<file path="config.mk">
export PLATFORM = sky130hd
export DESIGN_NAME = i2cIrqFlags
export DESIGN_NICKNAME = d
export VERILOG_FILES = /design/src/rtl/i2cIrqPkg.sv /design/src/rtl/i2cIrqCtrl.sv /design/src/rtl/i2cIrqData.sv /design/src/rtl/i2cIrqFlags.sv
export SDC_FILE = /design/constraint.sdc
export NUM_CORES = 1
export LEC_CHECK = 0
export BUFFER_PORTS_ARGS = -buffer_cell sky130_fd_sc_hd__buf_2
export CAP_MARGIN = 15
export CORE_ASPECT_RATIO = 0.8
export CORE_UTILIZATION = 38
export CTS_CLUSTER_SIZE = 30
export DETAILED_ROUTE_END_ITERATION = 10
export GPL_ROUTABILITY_DRIVEN = 0
export PLACE_DENSITY = 0.83
export RECOVER_POWER = 50
export SETUP_SLACK_MARGIN = 0.2
export SKIP_LAST_GASP = 1
export SYNTH_ARGS = -nofsm -noshare
export SYNTH_HDL_FRONTEND = slang
export SYNTH_HIERARCHICAL = 1
export SYNTH_SLANG_ARGS = --single-unit
</file>
<file path="constraint.sdc">
create_clock -name clk -period 1.8 [get_ports clk]
set_clock_uncertainty 0.2 [all_clocks]
set_input_delay 0.18 -clock clk [delete_from_list [all_inputs] [get_ports clk]]
set_output_delay 0.18 -clock clk [all_outputs]
set_load 0.01 [all_outputs]
</file>
<file path="src/rtl/i2cIrqPkg.sv">
package i2cIrqPkg;
  localparam int FLAG_W     = 8;
  localparam int BIT_ERR    = 7;
  localparam int BIT_RXF    = 4;
  localparam int BIT_TXE    = 3;
  localparam int BIT_DRDY   = 2;
  localparam int BIT_AMATCH = 1;
  localparam int BIT_STOP   = 0;
  localparam logic [FLAG_W-1:0] LIVE_MASK = 8'h9F;

  typedef struct packed {
    logic [FLAG_W-1:0] setMask;
    logic [FLAG_W-1:0] clrMask;
    logic              ackFire;
  } flagStrobe_t;
endpackage

</file>
<file path="src/rtl/i2cIrqCtrl.sv">
module i2cIrqCtrl
  import i2cIrqPkg::*;
#(
  parameter int LEVEL_W = 4
) (
  input  logic                clk,
  input  logic                rstN,
  input  logic                regWrEn,
  input  logic [FLAG_W-1:0]   regWrData,
  input  logic                dataWr,
  input  logic                dataRd,
  input  logic                smartEn,
  input  logic                cmdWr,
  input  logic                cmdValid,
  input  logic                byteDone,
  input  logic                addrMatch,
  input  logic                stopSeen,
  input  logic                stopOwn,
  input  logic                groupCmdEn,
  input  logic [4:0]          errPulses,
  input  logic [LEVEL_W-1:0]  rxCount,
  input  logic [LEVEL_W-1:0]  rxThresh,
  input  logic [LEVEL_W-1:0]  txFree,
  input  logic [LEVEL_W-1:0]  txThresh,
  input  logic [FLAG_W-1:0]   flagsNow,
  output flagStrobe_t         strobe
);
  localparam logic [LEVEL_W-1:0] LEVEL_ZERO = '0;

  logic rxHit, txHit, rxHitQ, txHitQ;
  logic precArm, precArmNext;
  logic [FLAG_W-1:0] swClr, hwClr, setMask, clrMask;

  // threshold crossings are seen as rising edges of the level compare
  assign rxHit = (rxThresh != LEVEL_ZERO) && (rxCount >= rxThresh);
  assign txHit = (txThresh != LEVEL_ZERO) && (txFree >= txThresh);

  assign swClr = regWrEn ? (regWrData & LIVE_MASK) : '0;

  always_comb begin
    setMask             = '0;
    setMask[BIT_ERR]    = |errPulses;
    setMask[BIT_RXF]    = rxHit & ~rxHitQ;
    setMask[BIT_TXE]    = txHit & ~txHitQ;
    setMask[BIT_DRDY]   = byteDone;
    setMask[BIT_AMATCH] = addrMatch;
    setMask[BIT_STOP]   = stopSeen & (stopOwn | groupCmdEn);

    hwClr               = '0;
    hwClr[BIT_RXF]      = (rxCount == LEVEL_ZERO);
    hwClr[BIT_TXE]      = (txFree == LEVEL_ZERO);
    hwClr[BIT_DRDY]     = dataWr | (dataRd & smartEn) | (cmdWr & cmdValid);
    hwClr[BIT_AMATCH]   = cmdWr;
    hwClr[BIT_STOP]     = cmdWr & precArm;

    clrMask = swClr | hwClr;
  end

  // stop flag is armed for hardware clear by an address match seen while it is set
  assign precArmNext = (precArm | addrMatch) & flagsNow[BIT_STOP] & ~clrMask[BIT_STOP];

  always_ff @(posedge clk) begin
    if (!rstN) begin
      rxHitQ  <= 1'b0;
      txHitQ  <= 1'b0;
      precArm <= 1'b0;
    end else begin
      rxHitQ  <= rxHit;
      txHitQ  <= txHit;
      precArm <= precArmNext;
    end
  end

  assign strobe.setMask = setMask;
  assign strobe.clrMask = clrMask;
  assign strobe.ackFire = swClr[BIT_AMATCH] & flagsNow[BIT_AMATCH] & ~setMask[BIT_AMATCH];
endmodule

</file>
<file path="src/rtl/i2cIrqData.sv">
module i2cIrqData
  import i2cIrqPkg::*;
(
  input  logic              clk,
  input  logic              rstN,
  input  flagStrobe_t       strobe,
  input  logic              ackAct,
  input  logic [FLAG_W-1:0] irqEn,
  output logic [FLAG_W-1:0] flags,
  output logic              irq,
  output logic              ackLaunch,
  output logic              ackNack
);
  logic [FLAG_W-1:0] flagReg;

  always_ff @(posedge clk) begin
    if (!rstN) begin
      flagReg   <= '0;
      ackLaunch <= 1'b0;
      ackNack   <= 1'b0;
    end else begin
      // set is applied after clear, so a same-cycle event survives
      flagReg   <= ((flagReg & ~strobe.clrMask) | strobe.setMask) & LIVE_MASK;
      ackLaunch <= strobe.ackFire;
      if (strobe.ackFire) ackNack <= ackAct;
    end
  end

  assign flags = flagReg;
  assign irq   = |(flagReg & irqEn);
endmodule

</file>
<file path="src/rtl/i2cIrqFlags.sv">
module i2cIrqFlags
  import i2cIrqPkg::*;
#(
  parameter int LEVEL_W = 4
) (
  input  logic               clk,
  input  logic               rstN,
  input  logic               regWrEn,
  input  logic [7:0]         regWrData,
  input  logic               dataWr,
  input  logic               dataRd,
  input  logic               smartEn,
  input  logic               cmdWr,
  input  logic               cmdValid,
  input  logic               byteDone,
  input  logic               addrMatch,
  input  logic               stopSeen,
  input  logic               stopOwn,
  input  logic               groupCmdEn,
  input  logic               errLength,
  input  logic               errClkExt,
  input  logic               errLowTime,
  input  logic               errCollide,
  input  logic               errBus,
  input  logic [LEVEL_W-1:0] rxCount,
  input  logic [LEVEL_W-1:0] rxThresh,
  input  logic [LEVEL_W-1:0] txFree,
  input  logic [LEVEL_W-1:0] txThresh,
  input  logic               ackAct,
  input  logic [7:0]         irqEn,
  output logic [7:0]         flags,
  output logic               irq,
  output logic               ackLaunch,
  output logic               ackNack
);
  flagStrobe_t strobe;
  logic [4:0]  errPulses;

  assign errPulses = {errLength, errClkExt, errLowTime, errCollide, errBus};

  i2cIrqCtrl #(.LEVEL_W(LEVEL_W)) ctrl (
    .clk(clk), .rstN(rstN), .regWrEn(regWrEn), .regWrData(regWrData),
    .dataWr(dataWr), .dataRd(dataRd), .smartEn(smartEn),
    .cmdWr(cmdWr), .cmdValid(cmdValid), .byteDone(byteDone),
    .addrMatch(addrMatch), .stopSeen(stopSeen), .stopOwn(stopOwn),
    .groupCmdEn(groupCmdEn), .errPulses(errPulses),
    .rxCount(rxCount), .rxThresh(rxThresh), .txFree(txFree), .txThresh(txThresh),
    .flagsNow(flags), .strobe(strobe)
  );

  i2cIrqData data (
    .clk(clk), .rstN(rstN), .strobe(strobe), .ackAct(ackAct), .irqEn(irqEn),
    .flags(flags), .irq(irq), .ackLaunch(ackLaunch), .ackNack(ackNack)
  );
endmodule

</file>
==> results of run 1 <==
[worst reg2reg max path, delay by kind of cell, from the launching register on]
family	cells	cell delay (ps)
flip-flops	1	360
AND/OR/NAND/NOR	2	290
multiplexers	1	200
[metal layers]
layer / vias up / GRT usage (%)
li1: 414 / -
met1: 360 / 21.4
met2: 20 / 38.7
met3: 0 / 5.93
met4: 0 / 2.78
met5: - / 0
[stage by stage]
step                      setup WS, ps  hold slack [ps]  cell area [um2]  total power [mW]
after detailed placement           163              193              992             0.443
after global routing               303             13.4             1050             0.649
final                              359             12.1             1050             0.606
after global placement             168              192              992             0.437
after CTS                          329             2.12             1060             0.617
after floorplan                    312             97.5              719             0.362
[repair_timing]
item	CTS	global route
resized for setup	0	0
hold buffers	4	0
hold endpoints to repair	4	0
[layout make-up]
cell class | count | area (um2) | area share [%]
Multi-Input combinational cell | 60 | 439 | 41.8
Timing Repair Buffer | 59 | 307 | 29.2
Sequential cell | 11 | 220 | 21.0
Inverter | 8 | 30.0 | 2.86
Tap cell | 22 | 27.5 | 2.62
Clock buffer | 4 | 26.3 | 2.50
[where the power goes]
part / total (mW) / internal [mW] / switching (mW)
Sequential: 0.271 / 0.260 / 0.0110
Clock: 0.164 / 0.0857 / 0.0785
Combinational: 0.171 / 0.0948 / 0.0758
[sequential cells by signal, indices dropped and copies added, names as in the netlist]
signal / count
data/flags: 6
ctrl/precArm: 1
ctrl/rxHitQ: 1
ctrl/txHitQ: 1
data/ackLaunch: 1
data/ackNack: 1
[cells in the final DEF (no fill, tap or decap), types with 3 or more instances in the layout]
cell,count
nor4_1,4
nor2_1,4
inv_1,8
a22oi_1,4
o21a_1,7
clkbuf_1,8
nor2b_1,7
nand2_1,4
buf_2,48
dfxtp_1,11
clkbuf_4,3
dlygate4sd3_1,4
ha_1,8
[path summary, 6_finish.rpt]
path	start	to	slack, ps	cells after the start
setup / recovery	data/flags[2]	irq	360	3
hold / removal	errLowTime	data/flags[7]	10	4
setup reg to reg	data/flags[1]	data/ackNack	650	3
hold reg to reg	data/flags[0]	ctrl/precArm	320	2
==> results.md, run 1 <==
* Status: complete, no violations
* Met2 wire len at 940 um
* DIE HEIGHT at 40.8 um
* Worst EP required at 1420 ps
* Post-CTS setup buffers at 0
* Total CTS buffers at 3
* Initial antenna violation count at 0
* # clock sinks at 11
* Chip width at 50.5 um
* Via count at 794
* Syn Inst Count at 82
* Vias in the first global route at 757
* Overall Global Routing Usage at 19.4%
* Worst path max stage delay at 320 ps
* Hold Vio Cnt, Final at 0
* Top Ports at 62
* Crit start category: register
* Setup-failing EPs final at 0
* Initial drt markers at 2
* Final Max Tran Viols at 0
* H-tree depth at 1
* Max-cap viol count at 0
* CP max-delay cell: dfxtp_1
* Post-route insts no fill at 164
* DIE AREA at 0.00206 mm2
* Pwr Density at 577 mW/mm2
* Util after Layout at 62.1%
* CP bufs+invs at 1
* Area Growth Syn to Fin at 46.7%
* CP Cell Sequence: a22oi_1, nand3_1, buf_2
* TritonCTS clock tree: built
* Yosys warning total at 6
* WL met1 at 771 um
* Port bufs at 55
* Core box area at 0.00169 mm2
* CTS Buffer Depth at 2
* Avg Cell Area, Syn at 8.73 um2
* Worst Path Max Fanout at 3
* Detail Route Antenna Nets at 0
* Cells after DPL at 156
* Final Critical Period at 1440 ps
* Reg clk slew, reported paths at 70 ps
* Worst setup EP type: output port
* CTS Root Cell: clkbuf_4
* FMAX at 694 MHz
* Leak pwr at 0.545 nW
* Largest net degree at the start of global routing at 12
* First-pass GRT wire length at 2.93 mm
* FILL cells at 169
* Post-Syn Area at 716 um2
* Worst ir drop on vdd at 0.652 mV
* Remaining global-route overflow at 0
* DR pass1 iterations at 3
* Tcrit/Tclk final at 80.1%
* Residual DRC at 0
* Post-DP HPWL at 1.50 mm
* Met3 WL at 79 um
* Starting density of the core at 42.3%
* Share of layout cells above drive strength 1 at 36.6%
* CP Class: register to output port
* Diode count at 0
* Routed WL at 1.79 mm
* Cell family with most CP delay: flip-flops
* HP Class: input port to register
* Row count at 13
* Vias per inst at 4.84
* Final-stage net count at 202
* Total negative slack at 0 ps
* Unrepaired setup endpoints after global routing: no
* Skew-Pair Late Insertion Delay at 260 ps
* Arrival time worst endpoint at 1060 ps
* Avg WL per Cell at 10.9 um
* Highest metal used: met3
Power figures use the tool's default switching activity.
==> run 2, diff against run 1 <==
--- a/config.mk
+++ b/config.mk
@@ -5,14 +5,15 @@
 export SDC_FILE = /design/constraint.sdc
 export NUM_CORES = 1
 export LEC_CHECK = 0
+export ABC_AREA = 1
 export BUFFER_PORTS_ARGS = -buffer_cell sky130_fd_sc_hd__buf_2
 export CAP_MARGIN = 15
 export CORE_ASPECT_RATIO = 0.8
-export CORE_UTILIZATION = 38
+export CORE_UTILIZATION = 35
 export CTS_CLUSTER_SIZE = 30
 export DETAILED_ROUTE_END_ITERATION = 10
 export GPL_ROUTABILITY_DRIVEN = 0
-export PLACE_DENSITY = 0.83
+export PLACE_DENSITY = 0.79
 export RECOVER_POWER = 50
 export SETUP_SLACK_MARGIN = 0.2
 export SKIP_LAST_GASP = 1
==> constraint.sdc (replaced) <==
create_clock -name clk -period 1.3 [get_ports clk]
set_clock_uncertainty 0.2 [all_clocks]
set_input_delay 0.13 -clock clk [delete_from_list [all_inputs] [get_ports clk]]
set_output_delay 0.13 -clock clk [all_outputs]
set_load 0.01 [all_outputs]
==> results.md, run 2 <==
* Status: finished, violations left
* Violated checks: hold timing, setup timing
* Total negative slack at -119 ps (-119 ps)
* Most frequent cells in the layout: buf_2, nand2_1, inv_1, nor2_1, buf_6
* CP Class: register to output port
* Leak pwr at 0.791 nW (+45%)
* Initial drt markers at 19 (+17)
* WHS at -55.7 ps (-67.8 ps)
* CP max-delay cell: dfxtp_2
* DIE HEIGHT at 44.2 um (+8.2%)
* Yosys warning total at 6 (unchanged)
* Core box area at 0.00198 mm2 (+17%)
* Crit start category: register
* Syn Inst Count at 124 (+51%)
* Routed WL at 2.58 mm (+44%)
* Util after Layout at 71.7% (+9.6 points)
* Commonest non-fill, non-tap cell in the layout: buf_2
* Final Critical Period at 1370 ps
* Post-route insts no fill at 221 (+35%)
* Vias in the first global route at 934 (+23%)
* GR Layer Usage met2 at 39.8% (+1.1 points)
* Worst ir drop on vdd at 0.539 mV (-17%)
* H-tree depth at 1 (unchanged)
* Skew-Pair Late Insertion Delay at 280 ps (+20 ps)
* Worst path max stage delay at 330 ps (about the same)
* Area Growth Syn to Fin at 82.3%
* Hold Vio Cnt, Final at 3 (+3)
* DIE AREA at 0.00242 mm2 (+17%)
* Post-DP HPWL at 1.86 mm (+24%)
* Arrival time worst endpoint at 1040 ps (-20 ps)
* DR pass1 iterations at 4 (+1)
* Worst setup EP type: output port
* Vias per inst at 4.79 (-1.1%)
* Chip width at 54.7 um (+8.3%)
* Cells after DPL at 205 (+31%)
* Reg clk slew, reported paths at 70 ps (about the same)
* CP Cell Sequence: nand2_1, nand2_1, nor2_1, nand2_1, buf_2
* First-pass GRT wire length at 3.67 mm (+25%)
* Max-cap viol count at 0 (unchanged)
* Diode count at 0 (unchanged)
* Top Ports at 62 (unchanged)
* Global routing met3 resource utilization at 6.19% (+0.26 points)
* Pre-CTS setup slack at -71.9 ps (-235 ps)
* Residual DRC at 0 (unchanged)
* Total CTS buffers at 3 (unchanged)
* Row count at 14 (+1)
* TritonCTS clock tree: built
* Share of layout cells above drive strength 1 at 48.2% (+12 points)
* Post-Syn Area at 778 um2 (+8.7%)
* Starting density of the core at 39.3% (-3.0 points)
* Unrepaired setup endpoints after global routing: yes
* Worst EP required at 970 ps (-450 ps)
* Port bufs at 55 (unchanged)
* Most common cell on crit path: nand2_1
* Design Power at 1.03 mW (+70%)
* Largest net degree at the start of global routing at 7 (-5)
* Met1 global-route usage at 22.8% (+1.5 points)
* FMAX at 731 MHz
* HP Class: input port to register
* Final-stage net count at 257 (+27%)
* Detail Route Antenna Nets at 0 (unchanged)
* Avg Cell Area, Syn at 6.28 um2 (-28%)
* Tcrit/Tclk final at 105%
* Remaining global-route overflow at 0 (unchanged)
* # clock sinks at 11 (unchanged)
* Final Max Tran Viols at 0 (unchanged)
* Pwr Density at 724 mW/mm2 (+25%)
* Avg WL per Cell at 11.7 um (+6.7%)
* Post-route cell area at 0.00142 mm2 (+35%)
* Placed Area at 0.00119 mm2 (+20%)
* CTS Buffer Depth at 2 (unchanged)
* CTS Root Cell: clkbuf_4
* Setup-failing EPs final at 2 (+2)
* Overall Global Routing Usage at 21.6% (+2.2 points)
* Initial antenna violation count at 0 (unchanged)
* Max FFs per register at 6 (unchanged)
* PnR worst setup slack at -67.7 ps (-427 ps)
* Worst Path Max Fanout at 2 (-1)
* Via count at 1058 (+33%)
* Busiest layer in global routing: met2
-- run 2: final timing paths --
check	start	to	slack, ps	depth (start not counted)
setup / recovery	data/flags[4]	irq	-70	5
hold / removal	errLength	data/flags[7]	-60	5
setup reg to reg	data/flags[1]	data/ackNack	90	5
hold reg to reg	data/flags[2]	data/flags[2]	300	2
-- run 2: routing by layer --
layer  wire [um]  up-vias  part of all wire, %
met4          42        0                  1.6
met2        1360       46                   53
li1            -      523                    -
met5           0        -                    0
met1        1020      482                   40
met3         154        7                  6.0
-- run 2: cell type report --
type / count / area, um2
Clock buffer: 4 / 26.3
Sequential cell: 11 / 228
Inverter: 27 / 119
Timing Repair Buffer: 72 / 480
Tap cell: 24 / 30.0
Multi-Input combinational cell: 83 / 536
Fill cell: 166 / 561
-- run 2: power by group --
| group | switching (mW) | total (mW) | internal, mW |
|---|---|---|---|
| sequential | 0.0154 | 0.380 | 0.365 |
| combinational | 0.182 | 0.409 | 0.227 |
| clock | 0.120 | 0.239 | 0.119 |
-- run 2: what timing repair did --
action | CTS | global route
hold endpoints to repair | 11 | 5
pin swaps | 0 | 19
buffers inserted | 5 | 2
resized for setup | 13 | 17
hold buffers | 4 | 1
setup endpoints to repair | 8 | 14
-- run 2: critical path, delay by kind of cell, from the launching register on --
family	cells	cell delay [ps]
flops	1	330
simple gates	4	300
buf+inv	1	130
==> run 3, diff against run 2 <==
--- a/config.mk
+++ b/config.mk
@@ -15,6 +15,7 @@
 export GPL_ROUTABILITY_DRIVEN = 0
 export PLACE_DENSITY = 0.79
 export RECOVER_POWER = 50
+export REMOVE_ABC_BUFFERS = 1
 export SETUP_SLACK_MARGIN = 0.2
 export SKIP_LAST_GASP = 1
 export SYNTH_ARGS = -nofsm -noshare
==> results.md, run 3 (synthesis results as in run 2) <==
* Remaining global-route overflow at 0 (unchanged)
* H-tree depth at 1 (unchanged)
* Largest net degree at the start of global routing at 8 (+1)
* DR pass1 iterations at 5 (+1)
* Global routing met3 resource utilization at 5.50% (-0.69 points)
* Final Critical Period at 1310 ps (-56.8 ps)
* Met1 global-route usage at 19.8% (-3.0 points)
* Crit start category: register
* Leak pwr at 0.776 nW (-2.0%)
* Core box area at 0.00198 mm2 (unchanged)
* Tcrit/Tclk final at 101% (-4.4 points)
* CP Cell Sequence: nand2_1, nand2_1, inv_1, nand2_1, buf_6
* Most frequent cells in the layout: buf_2, nand2_1, inv_1, nor2_1, buf_6
* CP Class: register to output port
* Max FFs per register at 6 (unchanged)
* Seq pwr share at 37.8% (+0.8 points)
* Commonest non-fill, non-tap cell in the layout: buf_2
* Diode count at 0 (unchanged)
* Violated checks: hold timing, setup timing
* FMAX at 763 MHz (+4.3%)
* Setup-failing EPs final at 1 (-1)
* WHS at -50.9 ps (+4.74 ps)
* Clock Power Share at 23.6% (+0.3 points)
* Initial drt markers at 13 (-6)
* Top Ports at 62 (unchanged)
* DIE AREA at 0.00242 mm2 (unchanged)
* Vias per inst at 4.61 (-3.8%)
* Status: finished, violations left
* Initial antenna violation count at 0 (unchanged)
* Worst path max stage delay at 340 ps (about the same)
* Pre-CTS setup slack at -107 ps (-35.4 ps)
* Worst Path Max Fanout at 2 (unchanged)
* CTS Root Cell: clkbuf_4
* Busiest layer in global routing: met2
* GR Layer Usage met2 at 40.2% (+0.48 points)
* Cell family with most CP delay: flip-flops
* # clock sinks at 11 (unchanged)
* Chip width at 54.7 um (unchanged)
* Worst EP required at 970 ps (about the same)
* DIE HEIGHT at 44.2 um (unchanged)
* TritonCTS clock tree: built
* CTS hold repair buffers at 4 (unchanged)
* HP Class: input port to register
* Multi-input combinational cell area at 536 um2 (unchanged)
* Routed WL at 2.44 mm (-5.3%)
* Avg WL per Cell at 11.1 um (-4.5%)
* Overall Global Routing Usage at 20.4% (-1.2 points)
* Post-DP HPWL at 1.70 mm (-8.3%)
* Share of layout cells above drive strength 1 at 50.8% (+2.5 points)
* CTS Buffer Depth at 2 (unchanged)
* Hold Vio Cnt, Final at 3 (unchanged)
* Pwr Density at 729 mW/mm2 (+0.59%)
* Post-route cell area at 0.00138 mm2 (-2.6%)
* PnR worst setup slack at -10.9 ps (+56.8 ps)
* Comb pwr share at 38.6% (-1.2 points)
* Max-cap viol count at 0 (unchanged)
* FILL cells at 173 (+4.2%)
* Port bufs at 55 (unchanged)
* Vias in the first global route at 919 (-1.6%)
* Unrepaired setup endpoints after global routing: yes
* Sw frac at 31.4% (+0.48 points)
* Placed Area at 0.00109 mm2 (-8.3%)
* Switching power at 0.316 mW (-0.57%)
* Reg clk slew, reported paths at 80 ps (about the same)
* Skew-Pair Late Insertion Delay at 270 ps (about the same)
* Util after Layout at 69.8% (-1.9 points)
* Worst setup EP type: output port
* Via count at 1009 (-4.6%)
* Area Growth Syn to Fin at 77.5%
* Residual DRC at 0 (unchanged)
* Row count at 14 (unchanged)
* Total CTS buffers at 3 (unchanged)
* Internal power at 0.691 mW (-2.8%)
* Detail Route Antenna Nets at 0 (unchanged)
* Final Max Tran Viols at 0 (unchanged)
* Most common cell on crit path: nand2_1
* FF+latch area at 228 um2 (unchanged)
* Arrival time worst endpoint at 980 ps (-60 ps)
* Final-stage net count at 255 (-0.78%)
* Worst ir drop on vdd at 0.611 mV (+13%)
* First-pass GRT wire length at 3.47 mm (-5.4%)
* CP bufs+invs at 2 (+1)
* Starting density of the core at 39.3% (unchanged)
* CP max-delay cell: dfxtp_2
-- run 3: worst reg2reg max path, cell delays in order (launching register included) --
cell and delay [ps]:
dfxtp_2 340, buf_4 120, nor3b_4 190, buf_4 140, inv_1 30, nor2_1 80
nor2_1 50
-- run 3: area by class of cell --
class                           instances  area share (%)
Timing Repair Buffer                   70            33.1
Clock inverter                          1           0.362
Tap cell                               24            2.17
Clock buffer                            3            1.63
Sequential cell                        11            16.5
Inverter                               27            7.52
Multi-Input combinational cell         83            38.8
-- run 3: power by group through the flow --
stage | clock (mW) | sequential, mW | combinational [mW]
detailed placement | 0 | 0.385 | 0.273
global placement | 0 | 0.383 | 0.262
global route | 0.263 | 0.383 | 0.432
CTS | 0.242 | 0.380 | 0.314
floorplan | 0 | 0.390 | 0.125
finish | 0.237 | 0.380 | 0.389
-- run 3: worst paths after layout --
| check | start | endpoint | slack [ps] | depth (start not counted) |
|---|---|---|---|---|
| worst max register to register | data/flags[1] | data/ackNack | 60 | 6 |
| worst max-delay path | data/flags[2] | irq | -10 | 5 |
| worst min register to register | data/ackNack | data/ackNack | 300 | 2 |
| worst min-delay path | regWrData[0] | ctrl/precArm | -50 | 4 |
-- run 3: stage by stage --
| stage | hold WS, ps | total power [mW] | instances | TNS [ps] |
|---|---|---|---|---|
| 3_3_place_gp | 141 | 0.646 | 205 | -137 |
| 4_1_cts | -58.9 | 0.936 | 216 | -5.90 |
| 2_1_floorplan | 27.6 | 0.515 | 121 | 0 |
| 5_1_grt | -37.0 | 1.08 | 219 | -78.1 |
| 6_report | -50.9 | 1.01 | 219 | -10.9 |
| 3_5_place_dp | 166 | 0.658 | 205 | -243 |
-- run 3: layer usage --
layer | vias up | share of wire [%] | wire length (um)
met5 | - | 0 | 0
met4 | 0 | 1.2 | 30
met3 | 2 | 7.7 | 189
met2 | 45 | 52 | 1260
met1 | 439 | 39 | 961
li1 | 523 | - | -
-- run 3: what timing repair did --
action / 4_1_cts / 5_1_grt
setup endpoints to repair: 11 / 11
pin swaps: 4 / 17
resized for setup: 13 / 35
setup buffers: 3 / 3
hold endpoints to repair: 11 / 2
